<file path="src/rtl/i2c_bridge_pkg.sv">
package i2c_bridge_pkg;

    localparam int unsigned BYTE_W = 8;
    localparam int unsigned BIT_CNT_W = $clog2(BYTE_W);
    localparam int unsigned TGT_W = BYTE_W - 1;

    typedef enum logic [2:0] {
        BR_IDLE  = 3'd0,
        BR_WBITS = 3'd1,
        BR_WACK  = 3'd2,
        BR_RBITS = 3'd3,
        BR_RACK  = 3'd4,
        BR_PARK  = 3'd5
    } br_state_e;

    typedef struct packed {
        br_state_e             state;
        logic [BIT_CNT_W-1:0]  cnt;
        logic [BYTE_W-1:0]     shreg;
        logic                  have_addr;
        logic                  drive;
    } br_regs_t;

endpackage

</file>
<file path="src/rtl/i2c_line_sync.sv">
module i2c_line_sync #(
    parameter int unsigned STAGES = 2
) (
    input  logic clk,
    input  logic rst_n,
    input  logic line_i,
    output logic level_o,
    output logic prev_o
);

    localparam int unsigned CHAIN_W = STAGES + 1;

    logic [CHAIN_W-1:0] chain_d;
    logic [CHAIN_W-1:0] chain_q;

    generate
        if (CHAIN_W > 1) begin : g_chain
            always_comb begin
                chain_d = {chain_q[CHAIN_W-2:0], line_i};
            end
        end else begin : g_single
            always_comb begin
                chain_d = line_i;
            end
        end
    endgenerate

    always_ff @(posedge clk or negedge rst_n) begin
        if (!rst_n) begin
            chain_q <= '1;
        end else begin
            chain_q <= chain_d;
        end
    end

    assign level_o = chain_q[CHAIN_W-2];
    assign prev_o  = chain_q[CHAIN_W-1];

endmodule

</file>
<file path="src/rtl/i2c_bridge_fsm.sv">
module i2c_bridge_fsm
    import i2c_bridge_pkg::*;
(
    input  logic              clk,
    input  logic              rst_n,
    input  logic              scl_lvl,
    input  logic              scl_prv,
    input  logic              sda_lvl,
    input  logic              sda_prv,
    output logic              drive_o,
    output logic              be_start_o,
    output logic [TGT_W-1:0]  be_addr_o,
    output logic              be_rnw_o,
    output logic              be_write_o,
    output logic [BYTE_W-1:0] be_wdata_o,
    output logic              be_read_o,
    input  logic [BYTE_W-1:0] be_rdata_i,
    output logic              be_nack_o,
    output logic              be_end_o,
    input  logic              be_ack_i
);

    localparam logic [BIT_CNT_W-1:0] LAST_BIT = BIT_CNT_W'(BYTE_W - 1);

    br_regs_t r_d;
    br_regs_t r_q;

    logic              sda_ev;
    logic              scl_ev;
    logic              start_d;
    logic              write_d;
    logic              read_d;
    logic              nack_d;
    logic              end_d;
    logic [BYTE_W-1:0] rd_byte;

    assign sda_ev = sda_lvl ^ sda_prv;
    assign scl_ev = scl_lvl ^ scl_prv;

    always_comb begin
        r_d     = r_q;
        start_d = 1'b0;
        write_d = 1'b0;
        read_d  = 1'b0;
        nack_d  = 1'b0;
        end_d   = 1'b0;
        rd_byte = r_q.shreg;

        // data-line conditions are judged first, against the old clock level
        if (sda_ev && scl_prv) begin
            if (!sda_lvl) begin
                r_d.state     = BR_WBITS;
                r_d.cnt       = '0;
                r_d.have_addr = 1'b0;
            end else begin
                end_d         = r_d.have_addr;
                r_d.have_addr = 1'b0;
                r_d.state     = BR_IDLE;
            end
            r_d.drive = 1'b1;
        end

        if (scl_ev) begin
            if (!scl_lvl) begin
                r_d.drive = 1'b1;
            end else begin
                case (r_d.state)
                    BR_WBITS: begin
                        r_d.shreg = {r_d.shreg[BYTE_W-2:0], sda_lvl};
                        r_d.drive = 1'b1;
                        if (r_d.cnt == LAST_BIT) begin
                            r_d.state = BR_WACK;
                        end
                        r_d.cnt = r_d.cnt + 1'b1;
                    end
                    BR_WACK: begin
                        if (!r_d.have_addr) begin
                            start_d = 1'b1;
                        end else begin
                            write_d = 1'b1;
                        end
                        if (!be_ack_i) begin
                            end_d         = r_d.have_addr;
                            r_d.have_addr = 1'b0;
                            r_d.state     = BR_IDLE;
                            r_d.drive     = 1'b1;
                        end else begin
                            if (!r_d.have_addr) begin
                                r_d.state = r_d.shreg[0] ? BR_RBITS : BR_WBITS;
                            end else begin
                                r_d.state = BR_WBITS;
                            end
                            r_d.have_addr = 1'b1;
                            r_d.cnt       = '0;
                            r_d.drive     = 1'b0;
                        end
                    end
                    BR_RBITS: begin
                        if (r_d.cnt == '0) begin
                            read_d  = 1'b1;
                            rd_byte = be_rdata_i;
                        end else begin
                            rd_byte = r_d.shreg;
                        end
                        r_d.drive = rd_byte[BYTE_W-1];
                        r_d.shreg = {rd_byte[BYTE_W-2:0], 1'b0};
                        if (r_d.cnt == LAST_BIT) begin
                            r_d.state = BR_RACK;
                        end
                        r_d.cnt = r_d.cnt + 1'b1;
                    end
                    BR_RACK: begin
                        r_d.drive = 1'b1;
                        r_d.cnt   = '0;
                        if (sda_lvl) begin
                            nack_d    = 1'b1;
                            r_d.state = BR_PARK;
                        end else begin
                            r_d.state = BR_RBITS;
                        end
                    end
                    default: begin
                        r_d.drive = 1'b1;
                    end
                endcase
            end
        end
    end

    always_ff @(posedge clk or negedge rst_n) begin
        if (!rst_n) begin
            r_q.state     <= BR_IDLE;
            r_q.cnt       <= '0;
            r_q.shreg     <= '0;
            r_q.have_addr <= 1'b0;
            r_q.drive     <= 1'b1;
        end else begin
            r_q <= r_d;
        end
    end

    assign drive_o    = r_q.drive;
    assign be_start_o = start_d;
    assign be_write_o = write_d;
    assign be_read_o  = read_d;
    assign be_nack_o  = nack_d;
    assign be_end_o   = end_d;
    assign be_addr_o  = r_q.shreg[BYTE_W-1:1];
    assign be_rnw_o   = r_q.shreg[0];
    assign be_wdata_o = r_q.shreg;

    AST_FALL_RELEASE: assert property (@(posedge clk) disable iff (!rst_n)
        (scl_ev && !scl_lvl) |=> r_q.drive);
    AST_LOW_ON_RISE: assert property (@(posedge clk) disable iff (!rst_n)
        $fell(r_q.drive) |-> $past(scl_ev && scl_lvl));
    AST_REFUSED_IDLE: assert property (@(posedge clk) disable iff (!rst_n)
        (be_start_o && !be_ack_i) |=> (r_q.state == BR_IDLE && r_q.drive));
    AST_PARK_RELEASED: assert property (@(posedge clk) disable iff (!rst_n)
        (r_q.state == BR_PARK) |-> (r_q.drive && !be_read_o));
    AST_STROBE_EXCL: assert property (@(posedge clk) disable iff (!rst_n)
        $onehot0({be_start_o, be_write_o, be_read_o, be_nack_o}));

endmodule

</file>
<file path="src/rtl/i2c_byte_bridge.sv">
module i2c_byte_bridge
    import i2c_bridge_pkg::*;
#(
    parameter int unsigned SYNC_STAGES = 2
) (
    input  logic              clk,
    input  logic              rst_n,
    input  logic              scl_i,
    input  logic              sda_i,
    output logic              sda_drive_o,
    output logic              sda_bus_o,
    output logic              be_start_o,
    output logic [TGT_W-1:0]  be_addr_o,
    output logic              be_rnw_o,
    output logic              be_write_o,
    output logic [BYTE_W-1:0] be_wdata_o,
    output logic              be_read_o,
    input  logic [BYTE_W-1:0] be_rdata_i,
    output logic              be_nack_o,
    output logic              be_end_o,
    input  logic              be_ack_i
);

    logic scl_lvl, scl_prv, sda_lvl, sda_prv;

    i2c_line_sync #(.STAGES(SYNC_STAGES)) u_scl_sync (
        .clk     (clk),
        .rst_n   (rst_n),
        .line_i  (scl_i),
        .level_o (scl_lvl),
        .prev_o  (scl_prv)
    );

    i2c_line_sync #(.STAGES(SYNC_STAGES)) u_sda_sync (
        .clk     (clk),
        .rst_n   (rst_n),
        .line_i  (sda_i),
        .level_o (sda_lvl),
        .prev_o  (sda_prv)
    );

    i2c_bridge_fsm u_fsm (
        .clk        (clk),
        .rst_n      (rst_n),
        .scl_lvl    (scl_lvl),
        .scl_prv    (scl_prv),
        .sda_lvl    (sda_lvl),
        .sda_prv    (sda_prv),
        .drive_o    (sda_drive_o),
        .be_start_o (be_start_o),
        .be_addr_o  (be_addr_o),
        .be_rnw_o   (be_rnw_o),
        .be_write_o (be_write_o),
        .be_wdata_o (be_wdata_o),
        .be_read_o  (be_read_o),
        .be_rdata_i (be_rdata_i),
        .be_nack_o  (be_nack_o),
        .be_end_o   (be_end_o),
        .be_ack_i   (be_ack_i)
    );

    assign sda_bus_o = sda_drive_o & sda_lvl;

    AST_BUS_PULLED: assert property (@(posedge clk) disable iff (!rst_n)
        (!sda_drive_o) |-> !sda_bus_o);

endmodule

</file>
<file path="config.mk">
export PLATFORM = sky130hd
export DESIGN_NAME = i2c_byte_bridge
export DESIGN_NICKNAME = d
export VERILOG_FILES = /design/src/rtl/i2c_bridge_pkg.sv /design/src/rtl/i2c_line_sync.sv /design/src/rtl/i2c_bridge_fsm.sv /design/src/rtl/i2c_byte_bridge.sv
export SDC_FILE = /design/constraint.sdc
export NUM_CORES = 1
export LEC_CHECK = 0
export CAP_MARGIN = 15
export CORE_ASPECT_RATIO = 0.8
export CORE_MARGIN = 1
export CORE_UTILIZATION = 48
export CTS_CLUSTER_SIZE = 14
export DETAILED_ROUTE_END_ITERATION = 10
export PLACE_DENSITY = 0.79
export SKIP_CTS_REPAIR_TIMING = 1
export SLEW_MARGIN = 10
export SYNTH_ARGS = -nofsm -noshare
export SYNTH_HDL_FRONTEND = slang
export SYNTH_HIERARCHICAL = 1
export SYNTH_SLANG_ARGS = --single-unit
</file>
<file path="constraint.sdc">
create_clock -name clk -period 3.19 [get_ports clk]
set_clock_uncertainty 0.15 [all_clocks]
set_input_delay 0.957 -clock clk [delete_from_list [all_inputs] [get_ports clk]]
set_output_delay 0.957 -clock clk [all_outputs]
set_load 0.005 [all_outputs]
</file>
==> results.ini <==
[status]
outcome = complete, no violations

[timing]
slew_headroom = 0.7606
finalHoldViolations = 0
setup_violations = 0
max_freq_mhz = 325.4
min_period_over_period = 0.9633
setup_ws_ps = 117.0
tightest_slew_ps = 359.1
slew_viol_final = 0
fin_crit_ps = 3073
hold-worst-slack_ps = 215.0

[clock_network]
cts_sinks = 22
cts_buffer_depth = 2
numCtsBuffers = 3
clock_latency_ps = 320
cts_tree = yes
clk_pin_slew_ps = 110
htree_levels = 1
root_buffer = clkbuf_4

[global_route]
grt_pass1_vias = 936
grt_overflow = 0
grtUsageTotal = 0.2012
antenna_found_initial = 0
grt_pass1_wl_um = 4498
grt_max_degree = 23

[worst_setup_path]
cp-start-kind = flop
arrival_ps = 1970
cp_slowest_stage_delay_ps = 640
crit_fanout = 5
worstPathCellList = xor2_4, nand2_2, a21oi_1, clkdlybuf4s50_1
cp_slowest_cell = dfstp_2
crit_required_ps = 2080
worstSetupEndpointType = primary output
worst-setup-path-type = flop to primary output

[place]
place_congestion = 0.9264
portBuffers = 35
placed_area_mm2 = 0.001670
pre_cts_ws_ps = -15.75
dp_hpwl_um = 2144

[synthesis]
synth_top_area_cell = dfrtp_1
synth.avg_cell_area_um2 = 9.920
ys.flop_type = dfrtp_1
syn_nets = 154
yosys_warnings = 6
synth_top_area_frac = 0.2722
synth_area_leaders = dfrtp_1 27%, dfstp_2 13%, buf_4 8.2%
synth_area_mm2 = 0.001379
async_reset_ff_frac = 1.000
synth_seq_area_share = 0.4056
ys_seq_elements = 22
synthCells = 139
ys_types = 42
synth_commonest_cells = 15 x buf_4, 15 x dfrtp_1, 13 x nand2_1, 12 x nor2_1, 8 x a21oi_2
synth_edf_count = 0

[cells_and_area]
synthToLayoutAreaGrowth_pct = 29.76
drive_gt1_frac = 0.2440
fin_nets = 184
final_cell_area_mm2 = 0.001789
antennaDiodeCount = 0

[die]
ios = 36
dieArea_mm2 = 0.003092
start_util = 0.5339
core_mm2 = 0.002582
fp.dieH_um = 49.94
die_x_um = 61.92
rows = 16

[route]
routed_via_density = 5.324
wl_per_cell_um = 14.57
drtIter0Drc = 70
ant_nets = 0
vias = 1086
drt_pass1_iterations = 4
drt_wl_total_um = 2972
drt_drc_violations_left = 0

[flow_run]
maxCapViolCount = 0

[power]
leakage_nw = 0.7556
power_mw = 0.8342
ir_drop_mv = 0.2820
power_density_mw_per_mm2 = 466.3

[hold_path]
min_path_type = flop to flop

-- power by group --
group / switching (mW) / internal (mW) / total (mW)
Clock: 0.0866 / 0.127 / 0.214
Combinational: 0.105 / 0.159 / 0.264
Sequential: 0.0374 / 0.320 / 0.357
-- final timing paths --
| check | from | cells past startpoint | slack (ps) | end |
|---|---|---|---|---|
| setup / recovery | u_sda_sync/chain_q[2]$_DFF_PN1_ | 4 | 120 | be_start_o |
| hold / removal | u_scl_sync/chain_q[0]$_DFF_PN1_ | 0 | 210 | u_scl_sync/chain_q[1]$_DFF_PN1_ |
| setup reg to reg | u_sda_sync/chain_q[1]$_DFF_PN1_ | 10 | 470 | u_fsm/r_q[14]$_DFF_PN0_ |
| min in group asynchronous | rst_n | 2 | 810 | u_fsm/r_q[15]$_DFF_PN0_ |
| hold reg to reg | u_scl_sync/chain_q[0]$_DFF_PN1_ | 0 | 210 | u_scl_sync/chain_q[1]$_DFF_PN1_ |
| max in group asynchronous | rst_n | 2 | 1790 | u_sda_sync/chain_q[2]$_DFF_PN1_ |
-- cells by family after synthesis --
group                    count (synthesis)  synth area share
multiplexers                             8           0.05899
XOR/XNOR                                 1           0.01180
adder cells (fa/ha/maj)                  2           0.01815
buffers and inverters                   23            0.1080
flip-flops                              22            0.4056
AO/OA/AOI/OAI                           33            0.1915
AND/OR/NAND/NOR                         50            0.2060
-- sequential cells by signal, summed over array words and instances (netlist names) --
| register | cells |
|---|---|
| u_fsm/r_q | 7 |
| u_fsm/drive_o | 1 |
| u_sda_sync/chain_q | 3 |
| u_scl_sync/chain_q | 3 |
| u_fsm/be_wdata_o | 8 |
-- per-stage QoR --
step / std cells / TNS, ps / utilization
floorplan: 139 / 0 / -
global placement: 194 / 0 / 0.6468
detailed placement: 194 / -15.75 / 0.6468
CTS: 198 / -168.2 / 0.6672
global route: 204 / -3.383 / 0.6928
finish: 204 / 0 / 0.6928
-- layout make-up --
| cell class | instances | area, um2 |
|---|---|---|
| fill | 192 | 793.3 |
| multi-input combinational | 94 | 686.9 |
| sequential | 22 | 559.3 |
| timing repair buffer | 46 | 437.9 |
| tap | 36 | 45.04 |
| clock inverter | 1 | 30.03 |
| clock buffer | 3 | 22.52 |
| inverter | 2 | 7.507 |
-- critical path, delay by kind of cell, from the launching register on --
kind                      cells  cell delay (ps)
DFF                           1              640
and+or+nand+nor               1              130
buffers and inverters         1              510
AOI/OAI and AO/OA             1              150
xor gates and xnor gates      1              230
-- cells in the final DEF (no fill, tap or decap), drive strengths merged, types with 2 or more instances in the layout --
cell	synthesis	final
dfrtp	15	15
ha	2	2
and2	5	5
nor3b	2	2
o21ai	5	5
dfstp	7	7
a22o	2	2
nand3b	3	3
nor2b	6	6
a21oi	13	13
clkbuf	1	3
buf	20	11
or3	3	3
nand2	13	13
inv	2	2
clkdlybuf4s50	0	33
nor2	12	12
dlymetal6s2s	0	2
mux2i	7	7
nand3	3	3
-- routing by layer --
layer	GRT usage	routed length, um	up-vias
met5	0	0	-
met3	0.04724	152	4
met4	0.04444	25	0
li1	-	-	531
met1	0.2789	1295	518
met2	0.3154	1499	33
Power figures use the tool's default switching activity.
